===== src/rtl/rwsp_pkg.sv =====
package rwsp_pkg;
  typedef enum logic [1:0] {
    K_WRITE = 2'd0,
    K_WAIT  = 2'd1,
    K_CTRL  = 2'd2,
    K_NOP   = 2'd3
  } kind_e;

  localparam logic [7:0] OP_DAT_SHORT = 8'h42;
  localparam logic [7:0] OP_DAT_LONG  = 8'hE2;
  localparam logic [7:0] OP_ADR_SHORT = 8'h40;
  localparam logic [7:0] OP_ADR_LONG  = 8'hE0;
  localparam logic [7:0] OP_WAIT      = 8'h5F;
  localparam logic [7:0] OP_PAD       = 8'h7F;

  // longest single request: long data form + long address form
  localparam int MAXB = 10;
  localparam int NW   = $clog2(MAXB + 1);
endpackage


===== src/rtl/rwsp_encoder.sv =====
module rwsp_encoder
  import rwsp_pkg::*;
(
  input  logic [1:0]          kind,
  input  logic [31:0]         addr,
  input  logic [31:0]         data,
  input  logic [31:0]         last_addr,
  input  logic [31:0]         last_data,
  output logic [8*MAXB-1:0]   seq,
  output logic [NW-1:0]       nbytes,
  output logic                upd_addr,
  output logic                upd_data
);
  kind_e       k;
  logic [39:0] dat_b, adr_b;
  logic [NW-1:0] dat_n, adr_n;
  logic [6:0]  shamt;

  always_comb begin
    k = kind_e'(kind);
    // data part
    if (data == last_data) begin
      dat_b = '0;
      dat_n = NW'(0);
    end else if (data[31:16] == last_data[31:16]) begin
      dat_b = {16'h0, data[15:0], OP_DAT_SHORT};
      dat_n = NW'(3);
    end else begin
      dat_b = {data, OP_DAT_LONG};
      dat_n = NW'(5);
    end
    // address part
    if (addr[31:16] == last_addr[31:16]) begin
      adr_b = {16'h0, addr[15:0], OP_ADR_SHORT};
      adr_n = NW'(3);
    end else begin
      adr_b = {addr, OP_ADR_LONG};
      adr_n = NW'(5);
    end
    shamt = {dat_n[3:0], 3'b000};

    seq      = '0;
    nbytes   = '0;
    upd_addr = 1'b0;
    upd_data = 1'b0;
    case (k)
      K_WRITE: begin
        seq      = (8*MAXB)'(dat_b) | ((8*MAXB)'(adr_b) << shamt);
        nbytes   = dat_n + adr_n;
        upd_addr = 1'b1;
        upd_data = (data != last_data);
      end
      K_WAIT: begin
        seq    = (8*MAXB)'({data[15:0], OP_WAIT});
        nbytes = NW'(3);
      end
      K_CTRL: begin
        seq    = (8*MAXB)'(data[7:0]);
        nbytes = NW'(1);
      end
      default: ;
    endcase
  end
endmodule


===== src/rtl/rwsp_emitter.sv =====
module rwsp_emitter
  import rwsp_pkg::*;
#(
  parameter int DEPTH = 512
) (
  input  logic                        clk,
  input  logic                        rst,
  input  logic                        load,
  input  logic [8*MAXB-1:0]           load_seq,
  input  logic [NW-1:0]               load_n,
  input  logic                        restart,
  output logic                        busy,
  output logic [$clog2(DEPTH+1)-1:0]  ptr,
  output logic                        wr_en,
  output logic [$clog2(DEPTH)-1:0]    wr_addr,
  output logic [7:0]                  wr_byte
);
  localparam int AW = $clog2(DEPTH);
  localparam int LW = $clog2(DEPTH + 1);

  logic [8*MAXB-1:0] sh;
  logic [NW-1:0]     cnt;

  assign busy = (cnt != '0);

  always_ff @(posedge clk) begin
    if (rst) begin
      sh      <= '0;
      cnt     <= '0;
      ptr     <= '0;
      wr_en   <= 1'b0;
      wr_addr <= '0;
      wr_byte <= '0;
    end else begin
      wr_en <= 1'b0;
      if (load) begin
        sh  <= load_seq;
        cnt <= load_n;
      end else if (busy) begin
        wr_en   <= 1'b1;
        wr_byte <= sh[7:0];
        wr_addr <= ptr[AW-1:0];
        ptr     <= ptr + LW'(1);
        sh      <= sh >> 8;
        cnt     <= cnt - NW'(1);
      end
      if (restart) ptr <= '0;
    end
  end
endmodule


===== src/rtl/regwr_stream_packer.sv =====
module regwr_stream_packer
  import rwsp_pkg::*;
#(
  parameter int DEPTH = 512
) (
  input  logic                        clk,
  input  logic                        rst,
  input  logic                        in_valid,
  output logic                        in_ready,
  input  logic [1:0]                  in_kind,
  input  logic [31:0]                 in_addr,
  input  logic [31:0]                 in_data,
  input  logic                        finish,
  output logic                        wr_en,
  output logic [$clog2(DEPTH)-1:0]    wr_addr,
  output logic [7:0]                  wr_byte,
  output logic                        done,
  output logic [$clog2(DEPTH+1)-1:0]  done_len,
  output logic                        overflow
);
  localparam int LW = $clog2(DEPTH + 1);
  localparam int SW = LW + 1;

  logic [31:0]       last_addr, last_data;
  logic              fin_pend;
  logic [8*MAXB-1:0] enc_seq, load_seq;
  logic [NW-1:0]     enc_n, load_n;
  logic              upd_addr, upd_data;
  logic              busy, idle, accept, fits, fin_go, pad_fits, load, restart;
  logic [LW-1:0]     ptr;
  logic [2:0]        pad_n;

  rwsp_encoder enc_i (
    .kind(in_kind), .addr(in_addr), .data(in_data),
    .last_addr(last_addr), .last_data(last_data),
    .seq(enc_seq), .nbytes(enc_n), .upd_addr(upd_addr), .upd_data(upd_data)
  );

  assign idle     = !busy && !fin_pend;
  assign in_ready = idle && !overflow;
  assign accept   = in_valid && in_ready;
  assign fits     = ({1'b0, ptr} + SW'(enc_n)) <= SW'(DEPTH);
  assign pad_n    = 3'd4 - {1'b0, ptr[1:0]};
  assign pad_fits = ({1'b0, ptr} + SW'(pad_n)) <= SW'(DEPTH);
  assign fin_go   = finish && idle && !accept;
  assign restart  = fin_pend && !busy;
  assign load     = (accept && fits) || (fin_go && !overflow && pad_fits);
  assign load_seq = fin_go ? {MAXB{OP_PAD}} : enc_seq;
  assign load_n   = fin_go ? NW'(pad_n) : enc_n;

  rwsp_emitter #(.DEPTH(DEPTH)) emit_i (
    .clk(clk), .rst(rst), .load(load), .load_seq(load_seq), .load_n(load_n),
    .restart(restart), .busy(busy), .ptr(ptr),
    .wr_en(wr_en), .wr_addr(wr_addr), .wr_byte(wr_byte)
  );

  always_ff @(posedge clk) begin
    if (rst) begin
      last_addr <= '1;
      last_data <= '1;
      overflow  <= 1'b0;
      fin_pend  <= 1'b0;
      done      <= 1'b0;
      done_len  <= '0;
    end else begin
      done <= 1'b0;
      if (accept) begin
        if (fits) begin
          if (upd_addr) last_addr <= in_addr;
          if (upd_data) last_data <= in_data;
        end else begin
          overflow <= 1'b1;
        end
      end
      if (fin_go) begin
        fin_pend <= 1'b1;
        if (!overflow && !pad_fits) overflow <= 1'b1;
      end
      if (restart) begin
        done      <= 1'b1;
        done_len  <= ptr;
        fin_pend  <= 1'b0;
        overflow  <= 1'b0;
        last_addr <= '1;
        last_data <= '1;
      end
    end
  end
endmodule


===== config.mk =====
export PLATFORM = sky130hd
export DESIGN_NAME = regwr_stream_packer
export DESIGN_NICKNAME = d
export VERILOG_FILES = /design/src/rtl/rwsp_pkg.sv /design/src/rtl/rwsp_encoder.sv /design/src/rtl/rwsp_emitter.sv /design/src/rtl/regwr_stream_packer.sv
export SDC_FILE = /design/constraint.sdc
export NUM_CORES = 1
export LEC_CHECK = 0
export BUFFER_PORTS_ARGS = -buffer_cell sky130_fd_sc_hd__clkbuf_2
export CORE_ASPECT_RATIO = 1.4
export CORE_UTILIZATION = 60
export DETAILED_ROUTE_END_ITERATION = 6
export PLACE_DENSITY = 0.81
export SYNTH_ARGS = -nofsm -noshare
export SYNTH_HDL_FRONTEND = slang
export SYNTH_HIERARCHICAL = 1
export SYNTH_SLANG_ARGS = --single-unit

===== constraint.sdc =====
create_clock -name clk -period 13.3 [get_ports clk]
set_clock_uncertainty 0.2 [all_clocks]
set_input_delay 1.33 -clock clk [delete_from_list [all_inputs] [get_ports clk]]
set_output_delay 1.33 -clock clk [all_outputs]
set_load 0.005 [all_outputs]

### Yosys cells after proc, flatten, opt, wreduce, memory -nomap -nowiden

Index checks and enable logic that the tools add are counted.

| operators by class | value |
|---|---|
| shifts and indexed selects | 1 |
| reduce and logical (&&, ||, !) cells | 24 |
| $lt $le $gt $ge | 2 |
| bitwise logic cells | 2 |
| add/sub/neg operators | 6 |
| eq/ne operators | 6 |
| mux-type cells | 22 |

Operators by type and width:

| kind | number |
|---|---|
| $mux 80 | 3 |
| $pmux 80 s3 | 1 |
| $mux 40 | 3 |
| $or 40x80->80 | 1 |
| $shl 40x7->80 | 1 |
| $eq 16x16->1 | 2 |
| $eq 32x32->1 | 1 |
| $ne 32x32->1 | 1 |
| $le 11x10->1 const B | 2 |
| $mux 4 | 4 |
| $pmux 4 s3 | 1 |
| $add 10x3->11 | 1 |
| $add 10x4->11 | 1 |
| $add 10x1->10 const B | 1 |
| $logic_and 1x1->1 | 10 |
| $mux 1 | 8 |
| $mux 3 | 2 |
| $reduce_and 3->1 | 2 |
| $logic_not 1->1 | 5 |
| $add 4x3->4 | 1 |
| $reduce_bool 4->1 | 1 |
| $reduce_or 2->1 | 2 |
| $sub 4x1->4 const B | 1 |
| $sub 3x2->3 const A | 1 |
| 7 further kinds | 7 |

| storage, ports and cells | value |
|---|---|
| logic and storage cells | 75 |
| bits in registers | 189 |
| input bits | 70 |

### Longest topological paths before layout

Gate-level depths: netlist of run 1.

| logic depth | value |
|---|---|
| depth in word-level cells | 12 |
| mapped depth | 23 |
| gate-level depth less buffers | 18 |

### Cells and area by module

The synthesis of run 1 kept the hierarchy.

By module, submodules not included:

| module | area an instance (sq um) | instances | cells each | sequential area each (sq um) |
|---|---|---|---|---|
| rwsp_emitter | 4963.5 | 1 | 502 | 2242.2 |
| regwr_stream_packer | 3873.7 | 1 | 436 | 1541.5 |
| rwsp_encoder | 1755.4 | 1 | 270 | 0.0 |

### Least setup slack after synthesis of run 1

No wires, ideal clock.

| timing path | value |
|---|---|
| path type | input port to flip-flop |
| start | input port in_data[4] |
| end | register emit_i.sh[43] |
| required time | 12.972 ns |
| slack | 7.317 ns |
| stages | 19 |
| data arrival time | 5.655 ns |
| library setup time | 0.128 ns |
| path through | xor2_1 > nor4_1 > nand4_1 > buf_2 > and2_1 > ha_1 > xnor2_1 > a31o_2 > fa_1 > a21o_1 > a2111oi_4 > o221ai_2 > a31o_2 > o31ai_1 > buf_2 > clkbuf_1 > buf_2 > mux2i_1 > nor2_1 |

| on the way | value |
|---|---|
| longest elaborated chain between the ends | 9 |
| elaborated cells between the ends (all ways) | 14 |

Ends and longest elaborated chain:

| item | line | source |
|---|---|---|
| start, declared | regwr_stream_packer.sv:12 | `input logic [31:0] in_data,` |
| $eq 32x32->1 (*) | rwsp_encoder.sv:22 | `if (data == last_data) begin` |
| $mux 4 (*) | rwsp_encoder.sv:22 |  |
| $add 4x3->4 (*) | rwsp_encoder.sv:49 | `nbytes = dat_n + adr_n;` |
| $pmux 4 s3 (*) | rwsp_encoder.sv:46 | `case (k)` |
| via enc_n[1] | regwr_stream_packer.sv:27 | `logic [NW-1:0] enc_n, load_n;` |
| $add 10x4->11 (*) | regwr_stream_packer.sv:42 | `assign fits = ({1'b0, ptr} + SW'(enc_n)) <= SW'(DEPTH);` |
| $le 11x10->1 (*) | regwr_stream_packer.sv:42 |  |
| $logic_and 1x1->1 (*) | regwr_stream_packer.sv:47 | `assign load = (accept && fits) \|\| (fin_go && !overflow && pad_fits);` |
| $logic_or 1x1->1 (*) | regwr_stream_packer.sv:47 |  |
| via load | regwr_stream_packer.sv:29 | `logic busy, idle, accept, fits, fin_go, pad_fits, load, restart;` |
| $mux 80 or $reduce_bool 2->1 (tied branches) | n/a |  |
| end signal, assigned | rwsp_emitter.sv:37 | `sh <= load_seq;` |
| end signal, assigned | rwsp_emitter.sv:44 | `sh <= sh >> 8;` |
| end, declared | rwsp_emitter.sv:21 | `logic [8*MAXB-1:0] sh;` |

The timed path passes the listed nets; every way through them passes the cells marked *.
A chain may end at the register's enable or synchronous reset.

### Worst setup path in the final report of run 1

| timing path | value |
|---|---|
| start | input port in_data[4] |
| end | register emit_i.sh[17] |

The elaborated chain is that of the path after synthesis.

==> results.sh, run 1 <==
export IMPL_stdcell_area_um2=11000
export IMPL_maxCapViolCount=0
export IMPL_tritoncts="built"
export IMPL_nets=1294
export IMPL_slowest_delay_ns=0.77
export IMPL_slew_viol_final=0
export IMPL_worstPathRequired_ns=13.37
export IMPL_setup_tns_ns=0
export IMPL_cts_sinks=173
export IMPL_drc_errors=19
export IMPL_final_util=0.679
export IMPL_vias=8449
export IMPL_die_y_um=155
export IMPL_placed_cells=1386
export IMPL_hold_ws_ns=0.252
export IMPL_hold_viol=0
export IMPL_grt_max_degree=114
export IMPL_clockBufferDepth=2
export IMPL_antenna_left=0
export IMPL_cts_buffers=17
export IMPL_worst_setup_path_end_kind="register"
export IMPL_ir_drop_uv=96.5
export IMPL_grt_antenna_before_repair=0
export IMPL_fmax_mhz=132
export IMPL_grt_usage=0.298
export IMPL_drive_gt1_frac=0.177
export IMPL_syn_inst=1160
export IMPL_grt_pass1_vias=8019
export IMPL_rows=55
export IMPL_antenna_cells=0
export IMPL_gp_congestion=0.886
export IMPL_drt_initial_drc_count=643
export IMPL_routed_wl_um=25500
export IMPL_grt_first_pass_wirelength_um=40600
export IMPL_dieArea_um2=17300
export IMPL_cts_reportedPaths_clkPinSlew_ns=0.07
export IMPL_hold_class="reg -> reg"
export IMPL_fin_crit_ns=7.56
export IMPL_crit_fanout=51
export IMPL_p_per_area_nw_per_um2=177
export IMPL_syn_avg_cell_area_um2=8.67
export IMPL_cp_slowest_cell="buf_4"
export IMPL_ctsResizeCount=0
export IMPL_htreeDepth=4
export IMPL_max_slew_margin_rel=0.210
export IMPL_cp_top_family="compound AO/OA/AOI/OAI gates"
export IMPL_portBuffers=100
export IMPL_cp_cell_sequence="clkbuf_2, xor2_1, nor4_1, nand4_1, and2_1, ha_1, xnor2_1, a31o_2, fa_1, a21o_1, a2111oi_4, o221ai_2, a31o_2, o31ai_4, buf_4, buf_4, mux2i_1, nor2_1"
export IMPL_post_cts_setup_buffers=0
export IMPL_via_per_inst=5.96
export IMPL_syn_cell_area_um2=10100
export IMPL_start_kind="primary input"
export IMPL_core_area_um2=16200
export IMPL_critical_path_arrival_ns=7.63
export IMPL_fill_cells=1372
export IMPL_fp_dieW_um=111
export IMPL_firstDrtPassIters=7
export IMPL_io_pins=101
export IMPL_status="finished, violations left"
export IMPL_critPathBufInv=3
export IMPL_finalNonFillerCells=1418
export IMPL_dp_hpwl_um=17500
export IMPL_crit_type="in -> reg"
export IMPL_synth_fp_nets=1248
export IMPL_rsz0062_at_grt="false"
export IMPL_setup_viol=0
export IMPL_start_util=0.619
export IMPL_violations="DRC"
export IMPL_placed_area_um2=10500
export IMPL_cts_root_buf="clkbuf_16"
export IMPL_wl_per_cell_um=18.0
export IMPL_ys_warn_count=6
export IMPL_layout_common_cells="dfxtp_1, nand2_1, mux2i_1, clkbuf_2, nor2_1"
export IMPL_tightestPinTransition_ns=1.18
export IMPL_gr_total_overflow=0
export IMPL_layout_commonest_cell="dfxtp_1"
export IMPL_insertion_delay_ns=0.44
export IMPL_area_growth_pct=9.70
export IMPL_p_leak_nw=4.64
export IMPL_fin_crit_sh=0.569
export IMPL_cts_hold_buffers=0
[metal layers]
layer  up-vias  GRT usage  routed length [um]
met5         -          0                   0
met4         0      0.193                1440
li1       4056          -                   -
met1      3988      0.342               10300
met3        84     0.0526                1400
met2       321      0.512               12400
[path summary, 6_finish.rpt]
check,endpoint,slack (ns),startpoint,cells past startpoint
min reg2reg,emit_i/wr_addr[6],0.25,emit_i/wr_addr[6],2
max,emit_i/sh[17],5.74,in_data[4],18
max reg2reg,emit_i/sh[17],6.42,last_data[4],17
min,emit_i/wr_addr[6],0.25,emit_i/wr_addr[6],2
[report_power, final]
| group | total (mW) | leakage (nW) | internal (mW) | switching [mW] |
|---|---|---|---|---|
| clock | 0.479 | 0.266 | 0.263 | 0.216 |
| sequential | 0.679 | 1.40 | 0.616 | 0.0633 |
| combinational | 0.798 | 2.97 | 0.342 | 0.456 |
[state kept, by name, summed over array words and instances (netlist names)]
name	count
done	1
done_len	10
emit_i/cnt	4
emit_i/ptr	10
emit_i/sh	80
emit_i/wr_addr	9
emit_i/wr_byte	8
emit_i/wr_en	1
fin_pend	1
last_addr	16
last_data	32
overflow	1
[final cells by class]
type                    count  area [um2]  share of cell area
repair buffers            109         571              0.0517
clock inverters            13         115              0.0104
well taps                 199         249              0.0226
clock buffers              19         443              0.0402
flip-flops and latches    173        3460               0.314
multi-input cells         892        6130               0.556
inverters                  13        53.8             0.00488
[through the flow]
step / total power [mW] / setup slack, ns
after floorplan: 1.32 / 7.32
after global placement: 1.45 / 5.61
after detailed placement: 1.48 / 5.46
after CTS: 1.96 / 5.89
after global routing: 2.06 / 5.50
final: 1.96 / 5.74
[tightest hold or removal path, cell delays in order, from the launching register on]
cell and delay, ns:
dfxtp_1 0.31, nand2_1 0.05, a21oi_1 0.05
Note: power is estimated with default switching activity, not from simulation.
==> run 2: changes to the inputs <==
==> constraint.sdc (replaced) <==
create_clock -name clk -period 7.65 [get_ports clk]
set_clock_uncertainty 0.2 [all_clocks]
set_input_delay 0.765 -clock clk [delete_from_list [all_inputs] [get_ports clk]]
set_output_delay 0.765 -clock clk [all_outputs]
set_load 0.005 [all_outputs]
==> results.sh, run 2 (synthesized netlist as in run 1, its figures left out) <==
export IMPL_cts_root_buf="clkbuf_16"
export IMPL_worst_slack_ns=1.66
export IMPL_rows=55
export IMPL_area_growth_pct=10.2
export IMPL_stdcell_area_um2=11100
export IMPL_dp_hpwl_um=17400
export IMPL_gr_usage_met2=0.500
export IMPL_fill_cells=1327
export IMPL_drt_initial_drc_count=744
export IMPL_wl_per_cell_um=18.1
export IMPL_slew_viol_final=0
export IMPL_grt_max_degree=87
export IMPL_firstDrtPassIters=7
export IMPL_grt_pass1_vias=8021
export IMPL_core_area_um2=16200
export IMPL_rsz0062_at_grt="false"
export IMPL_htreeDepth=4
export IMPL_slowest_delay_ns=0.62
export IMPL_portBuffers=100
export IMPL_io_pins=101
export IMPL_crit_type="in -> reg"
export IMPL_cp_slowest_cell="nand4_1"
export IMPL_worst_setup_path_end_kind="register"
export IMPL_tritoncts="built"
export IMPL_fin_crit_ns=5.99
export IMPL_cts_reportedPaths_clkPinSlew_ns=0.07
export IMPL_grt_antenna_before_repair=0
export IMPL_grt_busiest_layer="met2"
export IMPL_grt_first_pass_wirelength_um=41200
export IMPL_ir_drop_uv=213
export IMPL_maxCapViolCount=0
export IMPL_cts_buffers=17
export IMPL_pre_cts_ws_ns=1.29
export IMPL_crit_fanout=28
export IMPL_grt_usage=0.302
export IMPL_gp_congestion=0.965
export IMPL_antenna_cells=0
export IMPL_clockBufferDepth=2
export IMPL_hold_ws_ns=0.253
export IMPL_setup_tns_ns=0
export IMPL_die_y_um=155
export IMPL_worstPathRequired_ns=7.77
export IMPL_post_cts_setup_buffers=0
export IMPL_placed_area_um2=10500
export IMPL_start_util=0.619
export IMPL_hold_viol=0
export IMPL_largest_register="emit_i/sh"
export IMPL_largestRegisters="emit_i/sh x80, last_data x32, last_addr x16"
export IMPL_layout_common_cells="dfxtp_1, nand2_1, mux2i_1, clkbuf_2, nor2_1"
export IMPL_fp_dieW_um=111
export IMPL_largest_reg_flops=80
export IMPL_status="finished, violations left"
export IMPL_fin_crit_sh=0.783
export IMPL_dieArea_um2=17300
export IMPL_vias=8480
export IMPL_violations="DRC"
export IMPL_setup_viol=0
export IMPL_hold_class="reg -> reg"
export IMPL_p_leak_nw=4.69
export IMPL_cts_sinks=173
export IMPL_critical_path_arrival_ns=6.11
export IMPL_gr_total_overflow=0
export IMPL_insertion_delay_ns=0.44
export IMPL_layout_commonest_cell="dfxtp_1"
export IMPL_antenna_left=0
export IMPL_tightestPinTransition_ns=1.03
export IMPL_use_met3=0.0534
export IMPL_fmax_mhz=167
export IMPL_grtUsageMet1=0.374
export IMPL_drc_errors=16
export IMPL_start_kind="primary input"
export IMPL_drive_gt1_frac=0.181
export IMPL_cts_hold_buffers=0
export IMPL_nets=1298
export IMPL_via_per_inst=5.96
export IMPL_placed_cells=1390
export IMPL_p_per_area_nw_per_um2=309
export IMPL_routed_wl_um=25700
export IMPL_ctsResizeCount=0
export IMPL_cp_cell_sequence="clkbuf_2, xor2_1, nor4_1, nand4_1, and2_1, ha_1, xnor2_1, a31o_2, fa_1, a21o_1, a2111oi_4, o221ai_2, a31o_2, o31ai_4, buf_4, and3b_1, nand3_1, xor2_1, nor2_1"
export IMPL_max_slew_margin_rel=0.310
export IMPL_finalNonFillerCells=1422
## run 2: cell count changes in the layout (fill, tap and decap cells not counted), sizes merged
cell	before	now
buf	10	14
clkinvlp	4	1
inv	16	19
## run 2: metal layers
| metal | routed length (um) | vias to the layer above | share of wire |
|---|---|---|---|
| met4 | 1220 | 0 | 0.047 |
| met1 | 10700 | 3982 | 0.42 |
| li1 | - | 4068 | - |
| met5 | 0 | - | 0 |
| met2 | 12200 | 350 | 0.47 |
| met3 | 1600 | 80 | 0.062 |
## run 2: cell type report
type,count,area (um2),area share
clock inverter,13,129,0.0116
inverter,13,53.8,0.00486
timing repair buffer,113,601,0.0542
clock buffer,19,453,0.0409
sequential,173,3460,0.313
tap,199,249,0.0225
multi-input combinational,892,6130,0.553
## run 2: worst paths after layout
path,start,slack [ns],end,cells after the start
worst max-delay path,in_data[4],1.66,emit_i/ptr[6],19
worst min-delay path,emit_i/wr_addr[4],0.25,emit_i/wr_addr[4],2
worst max register to register,last_data[2],1.76,emit_i/ptr[6],18
worst min register to register,emit_i/wr_addr[4],0.25,emit_i/wr_addr[4],2
## run 2: report_power, final
part	leakage (nW)	total, mW	switching, mW	internal, mW
sequential	1.40	1.18	0.111	1.07
clock	0.287	0.860	0.387	0.473
combinational	2.99	1.38	0.786	0.594
## run 2: per-stage QoR
step,total power [mW],utilization
2_1_floorplan,2.30,-
3_3_place_gp,2.52,0.646
3_5_place_dp,2.56,0.646
4_1_cts,3.42,0.682
5_1_grt,3.61,0.682
6_report,3.42,0.682
## run 2: worst max-delay path, delay by kind of cell
family	cells	cell delay [ns]
buf+inv	2	0.60
simple gates	6	1.83
xor+xnor	3	0.46
fa+ha+maj	2	0.81
compound gates	6	1.64
